`config.mk`:
```
export PLATFORM = sky130hd
export DESIGN_NAME = sd_event_status
export DESIGN_NICKNAME = d
export VERILOG_FILES = /design/src/rtl/sd_evt_pkg.sv /design/src/rtl/sd_evt_ctrl.sv /design/src/rtl/sd_evt_datapath.sv /design/src/rtl/sd_event_status.sv
export SDC_FILE = /design/constraint.sdc
export NUM_CORES = 1
export LEC_CHECK = 0
export BUFFER_PORTS_ARGS = -buffer_cell sky130_fd_sc_hd__buf_2
export CAP_MARGIN = 20
export CORE_AREA = 2 2 57 100
export CTS_CLUSTER_DIAMETER = 120
export DETAILED_ROUTE_END_ITERATION = 8
export DIE_AREA = 0 0 59 102
export GPL_TIMING_DRIVEN = 0
export MAX_ROUTING_LAYER = met4
export PLACE_DENSITY = 0.51
export SYNTH_ARGS = -nofsm -noshare
export SYNTH_HDL_FRONTEND = slang
export SYNTH_SLANG_ARGS = --single-unit
```
`constraint.sdc`:
```
create_clock -name clk -period 2.4 [get_ports clk]
set_input_delay 0.6 -clock clk [delete_from_list [all_inputs] [get_ports clk]]
set_output_delay 0.6 -clock clk [all_outputs]
set_load 0.02 [all_outputs]
```
`src/rtl/sd_evt_pkg.sv`:
```
package sd_evt_pkg;
  localparam int EVT_W   = 11;
  localparam int SRC_W   = EVT_W - 1;
  localparam int REG_W   = EVT_W + 2;
  localparam int ADDR_W  = 2;
  localparam int CHG_BIT = EVT_W - 1;
  localparam int CD_BIT  = EVT_W;
  localparam int WP_BIT  = EVT_W + 1;

  localparam logic [ADDR_W-1:0] ADDR_STAT = 2'd0;
  localparam logic [ADDR_W-1:0] ADDR_CLR  = 2'd1;
  localparam logic [ADDR_W-1:0] ADDR_MASK = 2'd2;

  typedef struct packed {
    logic [EVT_W-1:0] setV;
    logic [EVT_W-1:0] clrV;
    logic             maskWe;
    logic [EVT_W-1:0] maskV;
    logic             cdLive;
    logic             wpLive;
  } strobe_t;
endpackage

```
`src/rtl/sd_evt_ctrl.sv`:
```
module sd_evt_ctrl
  import sd_evt_pkg::*;
#(
  parameter int SYNC_STAGES = 2
) (
  input  logic              clk,
  input  logic              rstN,
  input  logic [SRC_W-1:0]  evtPulse,
  input  logic              cardDetRaw,
  input  logic              wrProtRaw,
  input  logic              wrEn,
  input  logic [ADDR_W-1:0] wrAddr,
  input  logic [REG_W-1:0]  wrData,
  output strobe_t           strb
);
  localparam int NUM_LIVE = 2;
  localparam logic [NUM_LIVE-1:0] LIVE_RST = 2'b01;

  logic [NUM_LIVE-1:0] rawVec;
  logic [NUM_LIVE-1:0] syncOut;
  logic cdPrev;
  logic cdEdge;

  assign rawVec = {wrProtRaw, cardDetRaw};

  for (genvar s = 0; s < NUM_LIVE; s++) begin : g_sync
    logic [SYNC_STAGES-1:0] chain;
    always_ff @(posedge clk or negedge rstN) begin
      if (!rstN) chain <= {SYNC_STAGES{LIVE_RST[s]}};
      else       chain <= {chain[SYNC_STAGES-2:0], rawVec[s]};
    end
    assign syncOut[s] = chain[SYNC_STAGES-1];
  end

  always_ff @(posedge clk or negedge rstN) begin
    if (!rstN) cdPrev <= LIVE_RST[0];
    else       cdPrev <= syncOut[0];
  end

  assign cdEdge = syncOut[0] ^ cdPrev;

  always_comb begin
    strb.setV   = {cdEdge, evtPulse};
    strb.clrV   = (wrEn && wrAddr == ADDR_CLR) ? wrData[EVT_W-1:0] : '0;
    strb.maskWe = wrEn && wrAddr == ADDR_MASK;
    strb.maskV  = wrData[EVT_W-1:0];
    strb.cdLive = syncOut[0];
    strb.wpLive = syncOut[1];
  end
endmodule

```
`src/rtl/sd_evt_datapath.sv`:
```
module sd_evt_datapath
  import sd_evt_pkg::*;
(
  input  logic              clk,
  input  logic              rstN,
  input  strobe_t           strb,
  input  logic [ADDR_W-1:0] rdAddr,
  output logic [REG_W-1:0]  rdData,
  output logic [EVT_W-1:0]  flagQ,
  output logic [EVT_W-1:0]  maskQ,
  output logic              irq
);
  for (genvar b = 0; b < EVT_W; b++) begin : g_flag
    always_ff @(posedge clk or negedge rstN) begin
      if (!rstN) flagQ[b] <= 1'b0;
      else       flagQ[b] <= strb.setV[b] | (flagQ[b] & ~strb.clrV[b]);
    end
  end

  always_ff @(posedge clk or negedge rstN) begin
    if (!rstN)            maskQ <= '0;
    else if (strb.maskWe) maskQ <= strb.maskV;
  end

  assign irq = |(flagQ & maskQ);

  always_comb begin
    case (rdAddr)
      ADDR_STAT: rdData = {strb.wpLive, strb.cdLive, flagQ};
      ADDR_MASK: rdData = {2'b00, maskQ};
      default:   rdData = '0;
    endcase
  end
endmodule

```
`src/rtl/sd_event_status.sv`:
```
module sd_event_status
  import sd_evt_pkg::*;
(
  input  logic              clk,
  input  logic              rstN,
  input  logic [SRC_W-1:0]  evtPulse,
  input  logic              cardDetRaw,
  input  logic              wrProtRaw,
  input  logic              wrEn,
  input  logic [ADDR_W-1:0] wrAddr,
  input  logic [REG_W-1:0]  wrData,
  input  logic [ADDR_W-1:0] rdAddr,
  output logic [REG_W-1:0]  rdData,
  output logic              irq
);
  strobe_t          strb;
  logic [EVT_W-1:0] flagQ;
  logic [EVT_W-1:0] maskQ;

  sd_evt_ctrl #(.SYNC_STAGES(2)) u_ctrl (
    .clk(clk), .rstN(rstN), .evtPulse(evtPulse), .cardDetRaw(cardDetRaw),
    .wrProtRaw(wrProtRaw), .wrEn(wrEn), .wrAddr(wrAddr), .wrData(wrData),
    .strb(strb)
  );

  sd_evt_datapath u_dp (
    .clk(clk), .rstN(rstN), .strb(strb), .rdAddr(rdAddr), .rdData(rdData),
    .flagQ(flagQ), .maskQ(maskQ), .irq(irq)
  );
endmodule

```
## Yosys cells after proc, flatten, opt, wreduce, memory -nomap -nowiden

Cells that the tools add are included.

- Bits of input ports: 32
- Register bits after elaboration: 27
- Logic and storage cells: 59

- Muxes and demuxes: 2
- Reduce and logical (&&, ||, !) cells: 4
- Eq/ne operators: 3
- Bitwise logic cells: 35

Operator list:

| operator | number |
|---|---|
| 13-bit one-hot mux with 2 select lines | 1 |
| 1-bit AND | 11 |
| 11-bit AND | 1 |
| 11-bit 2-to-1 mux | 1 |
| 1-bit NOT | 11 |
| 1-bit OR | 11 |
| 11-bit OR reduction | 1 |
| 2-bit equality test, second input constant | 2 |
| 2-bit by 1-bit equality test with 1-bit output, second input constant | 1 |
| 1-bit logical AND | 2 |
| 2-bit logical NOT | 1 |
| 1-bit bitwise XOR | 1 |

## Longest topological paths before layout

Gate-level depths: netlist of the first run.

- Depth after elaboration: 6
- Gate-level depth with buffers: 5
- Gate-level depth less buffers: 4

## By module

From an unflattened synthesis of the first run, not the netlist that was laid out.

- Cell total of the unflattened synthesis: 135
- Area total of the unflattened synthesis: 1507.7 um^2

By module, submodules not included:

| module | cells an instance | area an instance (um^2) | instances | seq. area each (um^2) |
|---|---|---|---|---|
| sd_evt_datapath | 90 | 1046.0 | 1 | 550.5 |
| sd_evt_ctrl | 45 | 461.7 | 1 | 128.9 |

## Worst setup path after synthesis of the first run

No wires, ideal clock.

- Kind: input port to output port
- Start point: in rdAddr[1]
- End point: out rdData[11]
- Arrival time: 1.447 ns
- Stages: 3
- Slack: 0.353 ns
- Data required time: 1.800 ns
- Cells stage by stage: buf_2 buf_4 nor3b_1

- Longest elaborated chain between the ends: 2
- Elaborated cells on any way between the ends: 3
- Classes of those cells: eq/ne (1); mux (1); reduce/logical (1)

RTL lines:

| what | RTL line | text |
|---|---|---|
| start: declaration | sd_event_status.sv:12 | `input logic [ADDR_W-1:0] rdAddr,` |
| 2-bit equality test / 2-bit logical NOT (equally long branches) | sd_evt_datapath.sv:28 | `case (rdAddr)` |
| 13-bit one-hot mux with 2 select lines (*) | sd_evt_datapath.sv:28 |  |
| end: declaration | sd_event_status.sv:13 | `output logic [REG_W-1:0] rdData,` |

Mark *: on every way between the ends. The rest lies on a longest branch, timed or not.

## Worst setup path after layout of the first run

- Start point: reg u_dp.flagQ[8]
- End point: out irq

- Longest elaborated chain between the ends: 2

RTL lines:

| what | RTL line | text |
|---|---|---|
| start: declaration | sd_evt_datapath.sv:9 | `output logic [EVT_W-1:0] flagQ,` |
| start signal: indexed assignment | sd_evt_datapath.sv:16 | `else flagQ[b] <= strb.setV[b] \| (flagQ[b] & ~strb.clrV[b]);` |
| 11-bit AND | sd_evt_datapath.sv:25 | `assign irq = \|(flagQ & maskQ);` |
| 11-bit OR reduction | sd_evt_datapath.sv:25 |  |
| end: declaration | sd_event_status.sv:14 | `output logic irq` |

Every way passes these cells.

==> out/results.ini, run 1 <==
[status]
status=completed

[floorplan]
boundaryPins=46
core_area_um2=5170
start_util_pct=24.5
dieArea_um2=6020
die_h_um=102
die_w_um=59
rows=35

[clock_network]
htree_levels=1
clk_latency_ns=0.27
ctsResizeCount=0
cts_hold_buf=0
post_cts_buffers=0
clock_path_buffers=2
path_clk_slew_ns=0.09
cts_tree=done
cts_buffers=3
cts-root-buf=clkbuf_8
clock_sinks=27

[timing]
finalCriticalPeriod_ns=2.09
fmax_ghz=0.478
skew_ns=0.000353
fin_setup_tns_ns=0
maxSlewViolCount=0
hold_viol=0
max_slew_margin_pct=60.5
worstMarginPinSlew_ns=0.593
finalCritPeriodShare_pct=87.2
rsz0062_at_grt=no
setup_viol=0

[worst_setup_path]
max_stage_delay_ns=0.40
cp_max_fo=3
startpoint=u_dp.flagQ[8]$_DFF_PN0_
slowest_stage=dfrtp_1
worstPathRequired_ns=1.80
cp-end-kind=primary output
crit_chain=a22o_1 -> a221oi_2 -> and3_1 -> nand2_1 -> buf_2
timing.rr.start=u_ctrl.g_sync[0].chain[1]$_DFF_PN1_
worstPathArrival_ns=1.49
criticalPathCategory=reg -> out
worstSetupStartpointType=register

[placement]
dp_cells=197
numPortBuffers=42
dpl.hpwl_um=2250
gp_routability_congestion=0.706

[run]
drv_cap=0

[synth]
syn-num-nets=132
ys_seq_area_share_pct=53.6
syn_area_um2=1270
ys_ff_latch=27
ys_types=21
yosys_warnings=0
synth.avg_cell_area_um2=12.7
synth_cells=100

[power_and_ir_drop]
p_leak_nw=0.775
power_frac_clock_pct=25.3
power_frac_comb_pct=21.2
seq_power_share_pct=53.5
switching_share_pct=27.1
p_int_w=0.000737
power.switching_w=0.000274
power_w=0.00101
vdd_drop_max_mv=0.234
p_per_area_nw_per_um2=636

[finish]
n_antenna_cell=0
fin_cells=201
mostFrequentLayoutCell=buf_2
area_growth_pct=25.6
final_cell_mix=buf_2 (43), dfrtp_1 (24), nand2_1 (14)
nets=179
num-fill-cells=558
drive_gt1_share_pct=45.2

[route]
num_vias=911
ant_nets=0
drt-initial-drc-count=5
drt-total-wl_um=2840
first_pass_iters=4
drcViolationCount=0
drt-vias-per-instance=4.53
wl_per_cell_um=14.1

[grt]
grtUsageTotal_pct=10.3
gr-total-overflow=0
grt_pass1_wl_um=4550
grt_max_degree=28
antenna_found_initial=0
grt_pass1_vias=1005

[hold_path]
hp-class=in -> async

## cell usage after synthesis, drive strengths merged
| library cell | n | area, um^2 |
|---|---|---|
| clkbuf | 1 | 3.75 |
| a22oi | 2 | 15.0 |
| a222oi | 1 | 10.0 |
| mux2i | 11 | 110 |
| mux2 | 11 | 161 |
| dfstp | 3 | 78.8 |
| nor2 | 11 | 41.3 |
| nor3b | 2 | 15.0 |
| a221oi | 1 | 15.0 |
| dfrtp | 24 | 601 |
| a21o | 10 | 75.1 |
| and3b | 1 | 10.0 |
| a22o | 1 | 8.76 |
| nand2 | 14 | 52.6 |
| and3 | 1 | 6.26 |
| buf | 4 | 35.0 |
| nand3b | 1 | 20.0 |
| xnor2 | 1 | 8.76 |
## power by group through the flow
stage	registers, W	clock network (W)	logic (W)
6_report	0.000541	0.000256	0.000214
5_1_grt	0.000547	0.000280	0.000236
4_1_cts	0.000540	0.000262	0.000220
3_5_place_dp	0.000549	0	0.000219
3_3_place_gp	0.000545	0	0.000216
2_1_floorplan	0.000538	0	0.000146
## per-layer routing
layer,vias to the layer above,track usage [%],wire length (um)
met2,27,18.4,1600
li1,437,-,-
met4,0,5.24,59
met5,-,-,0
met1,443,11.0,1080
met3,4,0.759,98
## kinds of logic (layout without fill, tap and decap cells)
logic type | Yosys count | after routing | share of synthesized area, %
flip-flops | 27 | 27 | 53.6
XOR/XNOR | 1 | 1 | 0.691
AND/OR/NAND/NOR | 30 | 30 | 11.5
AO/OA/AOI/OAI | 15 | 15 | 9.77
buffers and inverters | 5 | 51 | 3.06
multiplexers | 22 | 22 | 21.4
## final timing paths
kind / cells past startpoint / slack [ns] / to
max: 5 / 0.31 / irq
max in group asynchronous: 1 / 1.68 / u_dp.flagQ[1]$_DFF_PN0_
min reg2reg: 0 / 0.36 / u_ctrl.g_sync[1].chain[1]$_DFF_PN0_
min in group clk: 0 / 0.36 / u_ctrl.g_sync[1].chain[1]$_DFF_PN0_
max reg2reg: 2 / 1.56 / u_dp.flagQ[10]$_DFF_PN0_
min: 1 / 0.32 / u_ctrl.g_sync[1].chain[1]$_DFF_PN0_
## sequential cells by signal (all words and copies together) (netlist names)
register             count
u_dp.flagQ              11
u_ctrl.cdPrev            1
u_dp.maskQ              11
u_ctrl.g_sync.chain      4
## final cells by class
type                       count  area (um^2)  share of cell area (%)
timing repair buffer          42          210                    13.2
sequential                    27          679                    42.7
clock buffer                   4         45.0                    2.83
buffer                         5         38.8                    2.44
multi-input combinational     68          549                    34.5
tap                           55         68.8                    4.32
## through the flow
step / cell area (um^2) / setup slack (ns) / utilization (%) / hold WS, ns
after floorplan: 1270 / 0.353 / - / 0.304
after global placement: 1550 / 0.341 / 29.9 / 0.334
after detailed placement: 1550 / 0.326 / 29.9 / 0.337
after CTS: 1590 / 0.285 / 30.8 / 0.352
after global routing: 1590 / 0.200 / 30.8 / 0.362
final: 1590 / 0.308 / 30.8 / 0.320
## critical path: cells and delay by family, from the launching register on
family,cells,cell delay (ns)
AO/OA/AOI/OAI,2,0.42
buffers and inverters,1,0.17
flip-flops,1,0.40
AND/OR/NAND/NOR,2,0.23
Note: power is estimated with default switching activity, not from simulation.
==> inputs of run 2 (changes only) <==
--- a/config.mk
+++ b/config.mk
@@ -7,13 +7,16 @@
 export LEC_CHECK = 0
 export BUFFER_PORTS_ARGS = -buffer_cell sky130_fd_sc_hd__buf_2
 export CAP_MARGIN = 20
+export CELL_PAD_IN_SITES_DETAIL_PLACEMENT = 0
+export CELL_PAD_IN_SITES_GLOBAL_PLACEMENT = 1
 export CORE_AREA = 2 2 57 100
 export CTS_CLUSTER_DIAMETER = 120
 export DETAILED_ROUTE_END_ITERATION = 8
 export DIE_AREA = 0 0 59 102
 export GPL_TIMING_DRIVEN = 0
 export MAX_ROUTING_LAYER = met4
-export PLACE_DENSITY = 0.51
+export PLACE_DENSITY = 0.61
+export SKIP_LAST_GASP = 1
 export SYNTH_ARGS = -nofsm -noshare
 export SYNTH_HDL_FRONTEND = slang
 export SYNTH_SLANG_ARGS = --single-unit
==> constraint.sdc (replaced) <==
create_clock -name clk -period 2.7 [get_ports clk]
set_input_delay 0.675 -clock clk [delete_from_list [all_inputs] [get_ports clk]]
set_output_delay 0.675 -clock clk [all_outputs]
set_load 0.02 [all_outputs]
==> run 2 against run 1 <==
Routed wire length increased by 2.8%. Largest cell class unchanged. First-iteration DRC count rose by 60%. Sequential power decreased by 11%. Worst setup slack gained 0.17 ns. Die area unchanged. Cell count stayed put. Register-to-register slack better by 0.30 ns. Combinational power shrank 9.8%. Critical endpoint is now rdData[2]. Clock-buffer cell count is the same.
==> out/results.ini, run 2 (synthesis results as in run 1) <==
[status]
status=completed

[worst_setup_path]
worst-path-buf-inv=3
cp-end-kind=primary output
path_delay_family=buffers and inverters
path_common_cell=buf_2
slowest_stage=buf_4
worstSetupStartpointType=primary input
crit_chain=buf_2 -> buf_4 -> mux2i_1 -> nor2_1 -> buf_2
criticalPathCategory=in -> out
max_stage_delay_ns=0.24
worstPathArrival_ns=1.55
cp_max_fo=10
worstPathRequired_ns=2.03

[finish]
fin_area_um2=1590
area_growth_pct=25.6
drive_gt1_share_pct=45.2
nets=179
mostFrequentLayoutCell=buf_2
num-fill-cells=563
fin_util_pct=30.8
n_antenna_cell=0
final_cell_mix=buf_2 (43), dfrtp_1 (24), nand2_1 (14)
reg_top3=u_dp.flagQ (11), u_dp.maskQ (11), u_ctrl.g_sync.chain (4)

[timing]
maxSlewViolCount=0
hold_viol=0
setup_slack_ns=0.476
fmax_ghz=0.450
fin_setup_tns_ns=0
worstMarginPinSlew_ns=0.618
max_slew_margin_pct=58.8
finalCritPeriodShare_pct=82.4
rsz0062_at_grt=no
skew_ns=0.00258
finalCriticalPeriod_ns=2.22
setup_viol=0

[placement]
gp_routability_congestion=0.773
dpl.hpwl_um=2190
placed_cell_area_um2=1550
numPortBuffers=42
dp_slack_ns=0.474

[route]
drt-total-wl_um=2920
drt-vias-per-instance=4.45
drcViolationCount=0
num_vias=895
first_pass_iters=4
ant_nets=0
drt-initial-drc-count=8
wl_per_cell_um=14.5

[run]
drv_cap=0

[floorplan]
core_area_um2=5170
rows=35
boundaryPins=46
die_w_um=59
start_util_pct=24.5
dieArea_um2=6020
die_h_um=102

[clock_network]
clk_latency_ns=0.27
clock_sinks=27
cts-root-buf=clkbuf_8
post_cts_buffers=0
htree_levels=1
path_clk_slew_ns=0.09
ctsResizeCount=0
cts_tree=done
cts_hold_buf=0
clock_path_buffers=2
cts_buffers=3

[power_and_ir_drop]
p_per_area_nw_per_um2=565
vdd_drop_max_mv=0.309
p_leak_nw=0.775

[grt]
grtUsageTotal_pct=11.1
antenna_found_initial=0
gr-total-overflow=0
grt_pass1_vias=975
grt_pass1_wl_um=4770
grt_max_degree=28

[hold_path]
hp-class=reg -> reg

==> run 2: cell counts in the layout (fill, tap and decap cells not counted) <==
No cell type changed its count.
==> run 2: metal layers <==
metal / vias up / share of wire, % / GRT usage [%]
li1: 438 / - / -
met1: 424 / 40 / 12.8
met2: 29 / 53 / 18.2
met3: 4 / 5.1 / 1.65
met4: 0 / 2.2 / 5.77
met5: - / 0 / -
==> run 2: layout make-up <==
type | count | area, um^2 | share of cell area (%)
Buffer | 5 | 38.8 | 2.44
Clock buffer | 4 | 45.0 | 2.83
Sequential cell | 27 | 679 | 42.7
Timing Repair Buffer | 42 | 210 | 13.2
Tap cell | 55 | 68.8 | 4.32
Multi-Input combinational cell | 68 | 549 | 34.5
==> run 2: worst reg2reg max path, cell delays in order (launching register included) <==
cell and delay [ns]:
dfstp_2 0.56, xnor2_1 0.11, nand2_1 0.07
==> run 2: worst paths after layout <==
| kind | from | endpoint | slack (ns) | cells after the start |
|---|---|---|---|---|
| worst max register to register | u_ctrl.g_sync[0].chain[1]$_DFF_PN1_ | u_dp.flagQ[10]$_DFF_PN0_ | 1.86 | 2 |
| max in group asynchronous | rstN | u_dp.maskQ[9]$_DFFE_PN0P_ | 1.89 | 1 |
| worst max-delay path | rdAddr[1] | rdData[2] | 0.48 | 5 |
| worst min register to register | u_ctrl.g_sync[1].chain[0]$_DFF_PN0_ | u_ctrl.g_sync[1].chain[1]$_DFF_PN0_ | 0.36 | 0 |
| worst min-delay path | u_ctrl.g_sync[1].chain[0]$_DFF_PN0_ | u_ctrl.g_sync[1].chain[1]$_DFF_PN0_ | 0.36 | 0 |
| min in group asynchronous | rstN | u_ctrl.g_sync[1].chain[0]$_DFF_PN0_ | 0.41 | 1 |
==> run 2: through the flow <==
| stage | hold slack (ns) | cells | power (W) |
|---|---|---|---|
| floorplan | 0.331 | 100 | 0.000608 |
| global placement | 0.333 | 197 | 0.000678 |
| detailed placement | 0.337 | 197 | 0.000683 |
| CTS | 0.358 | 201 | 0.000914 |
| global route | 0.364 | 201 | 0.000952 |
| finish | 0.355 | 201 | 0.000899 |
==> run 2: where the power goes <==
part           switching [W]  leakage (nW)  internal [W]
combinational      0.0000898         0.467      0.000103
clock               0.000121        0.0228      0.000106
sequential         0.0000330         0.285      0.000447
==> inputs of run 3 (changes only) <==
--- a/config.mk
+++ b/config.mk
@@ -15,7 +15,7 @@
 export DIE_AREA = 0 0 59 102
 export GPL_TIMING_DRIVEN = 0
 export MAX_ROUTING_LAYER = met4
-export PLACE_DENSITY = 0.61
+export PLACE_DENSITY = 0.63
 export SKIP_LAST_GASP = 1
 export SYNTH_ARGS = -nofsm -noshare
 export SYNTH_HDL_FRONTEND = slang
==> constraint.sdc (replaced) <==
create_clock -name clk -period 1.85 [get_ports clk]
set_input_delay 0.4625 -clock clk [delete_from_list [all_inputs] [get_ports clk]]
set_output_delay 0.4625 -clock clk [all_outputs]
set_load 0.02 [all_outputs]
==> run 3 against run 2 <==
The run now ends with negative setup slack left. Highest routed layer unchanged. Design area rose by 1.8%. Die area did not move. Clock-buffer cell count did not move. Worst hold slack got worse by 0.17 ns. Via count rose by 3.5%. Critical endpoint is now irq. Critical path depth did not move. Worst setup slack got worse by 0.60 ns. Clock skew fell by 0.0019 ns. Register-to-register slack got worse by 0.89 ns. Cell count rose by 1.5%.
==> out/results.ini, run 3 (synthesis results as in run 1) <==
[timing]
fmax_ghz=0.507
setup_slack_ns=-0.124
worstMarginPinSlew_ns=0.606
skew_ns=0.000679
maxSlewViolCount=0
setup_viol=1
rsz0062_at_grt=yes
hold_viol=0
finalCriticalPeriod_ns=1.97
max_slew_margin_pct=59.6
finalCritPeriodShare_pct=107

[worst_setup_path]
criticalPathCategory=reg -> out
cp-end-kind=primary output
worstPathArrival_ns=1.51
worstSetupStartpointType=register
cp_max_fo=2
worstPathRequired_ns=1.39

[floorplan]
core_area_um2=5170
rows=35
dieArea_um2=6020
start_util_pct=24.5
die_h_um=102
die_w_um=59
boundaryPins=46

[placement]
dp_cells=197
placed_cell_area_um2=1550
numPortBuffers=42
gp_routability_congestion=0.728
dpl.hpwl_um=2310

[finish]
n_antenna_cell=0
area_growth_pct=27.8
drive_gt1_share_pct=46.3
mostFrequentLayoutCell=buf_2
final_cell_mix=buf_2 (42), dfrtp_1 (24), nand2_1 (14)
reg_top3=u_dp.flagQ (11), u_dp.maskQ (11), u_ctrl.g_sync.chain (4)
fin_area_um2=1620
fin_cells=204
nets=182

[clock_network]
clock_path_buffers=2
cts_tree=done
cts_buffers=3
clock_sinks=27
htree_levels=1
cts-root-buf=clkbuf_8
path_clk_slew_ns=0.09
clk_latency_ns=0.27

[status]
violations=negative setup slack
status=finished with violations

[grt]
grt_pass1_wl_um=5140
grt_max_degree=28
grtUsageTotal_pct=11.6
grt_pass1_vias=1071
antenna_found_initial=0
gr-total-overflow=0

[power_and_ir_drop]
p_leak_nw=0.792
p_per_area_nw_per_um2=818
vdd_drop_max_mv=0.268
power_w=0.00132

[route]
drt-total-wl_um=3020
ant_nets=0
num_vias=926
drcViolationCount=0
drt-vias-per-instance=4.54
wl_per_cell_um=14.8
first_pass_iters=4
drt-initial-drc-count=15

[run]
drv_cap=0

[hold_path]
hp-class=in -> async

run 3: cell count changes in the layout (fill, tap and decap cells not counted):
cell / delta
buf_6: +1
buf_4: +3
buf_2: -1
run 3: final timing paths:
check                                                     from                             endpoint  slack [ns]  cells after the start
setup / recovery                       u_dp.flagQ[8]$_DFF_PN0_                                  irq       -0.12                      5
hold / removal                                            rstN              u_dp.flagQ[4]$_DFF_PN0_        0.19                      1
setup reg to reg                       u_dp.flagQ[8]$_DFF_PN0_              u_dp.flagQ[8]$_DFF_PN0_        0.97                      3
hold reg to reg            u_ctrl.g_sync[0].chain[0]$_DFF_PN1_  u_ctrl.g_sync[0].chain[1]$_DFF_PN1_        0.36                      0
max in group asynchronous                                 rstN              u_dp.flagQ[7]$_DFF_PN0_        1.26                      1
min in group clk                                     wrProtRaw  u_ctrl.g_sync[1].chain[0]$_DFF_PN0_        0.29                      1
run 3: layout make-up:
type | count | area, um^2
tap | 55 | 68.8
clock buffer | 4 | 45.0
buffer | 5 | 38.8
sequential | 27 | 679
timing repair buffer | 45 | 239
fill | 550 | 3550
multi-input combinational | 68 | 549
run 3: critical path, cell delays in order, from the launching register on:
cell	delay, ns
dfrtp_1	0.39
a22o_1	0.24
a221oi_2	0.20
and3_1	0.20
nand2_1	0.06
buf_6	0.15
run 3: per-layer routing:
layer / global-route usage, % / vias up / part of all wire [%]
met5: - / - / 0
met4: 4.72 / 0 / 0.93
met3: 1.65 / 2 / 5.0
met2: 20.4 / 23 / 57
met1: 12.9 / 453 / 37
li1: - / 448 / -
run 3: power by group:
part           total [W]  switching, W  internal (W)
Clock           0.000333      0.000179      0.000154
Sequential      0.000701     0.0000482      0.000652
Combinational   0.000291      0.000134      0.000157
run 3: timing repair:
item,4_1_cts,5_1_grt
endpoints found under the setup margin,1,1
gates resized for setup,2,0
buffers inserted,2,1
hold buffers,0,0
pin swaps,1,1
run 3: through the flow:
stage	TNS [ns]	worst slack [ns]	utilization, %	hold WS, ns
floorplan	0	0.0776	-	0.167
detailed placement	0	0.0228	29.9	0.342
finish	-0.124	-0.124	31.4	0.188
global placement	0	0.0566	29.9	0.336
CTS	-0.159	-0.159	31.2	0.209
global route	-0.252	-0.252	31.4	0.237
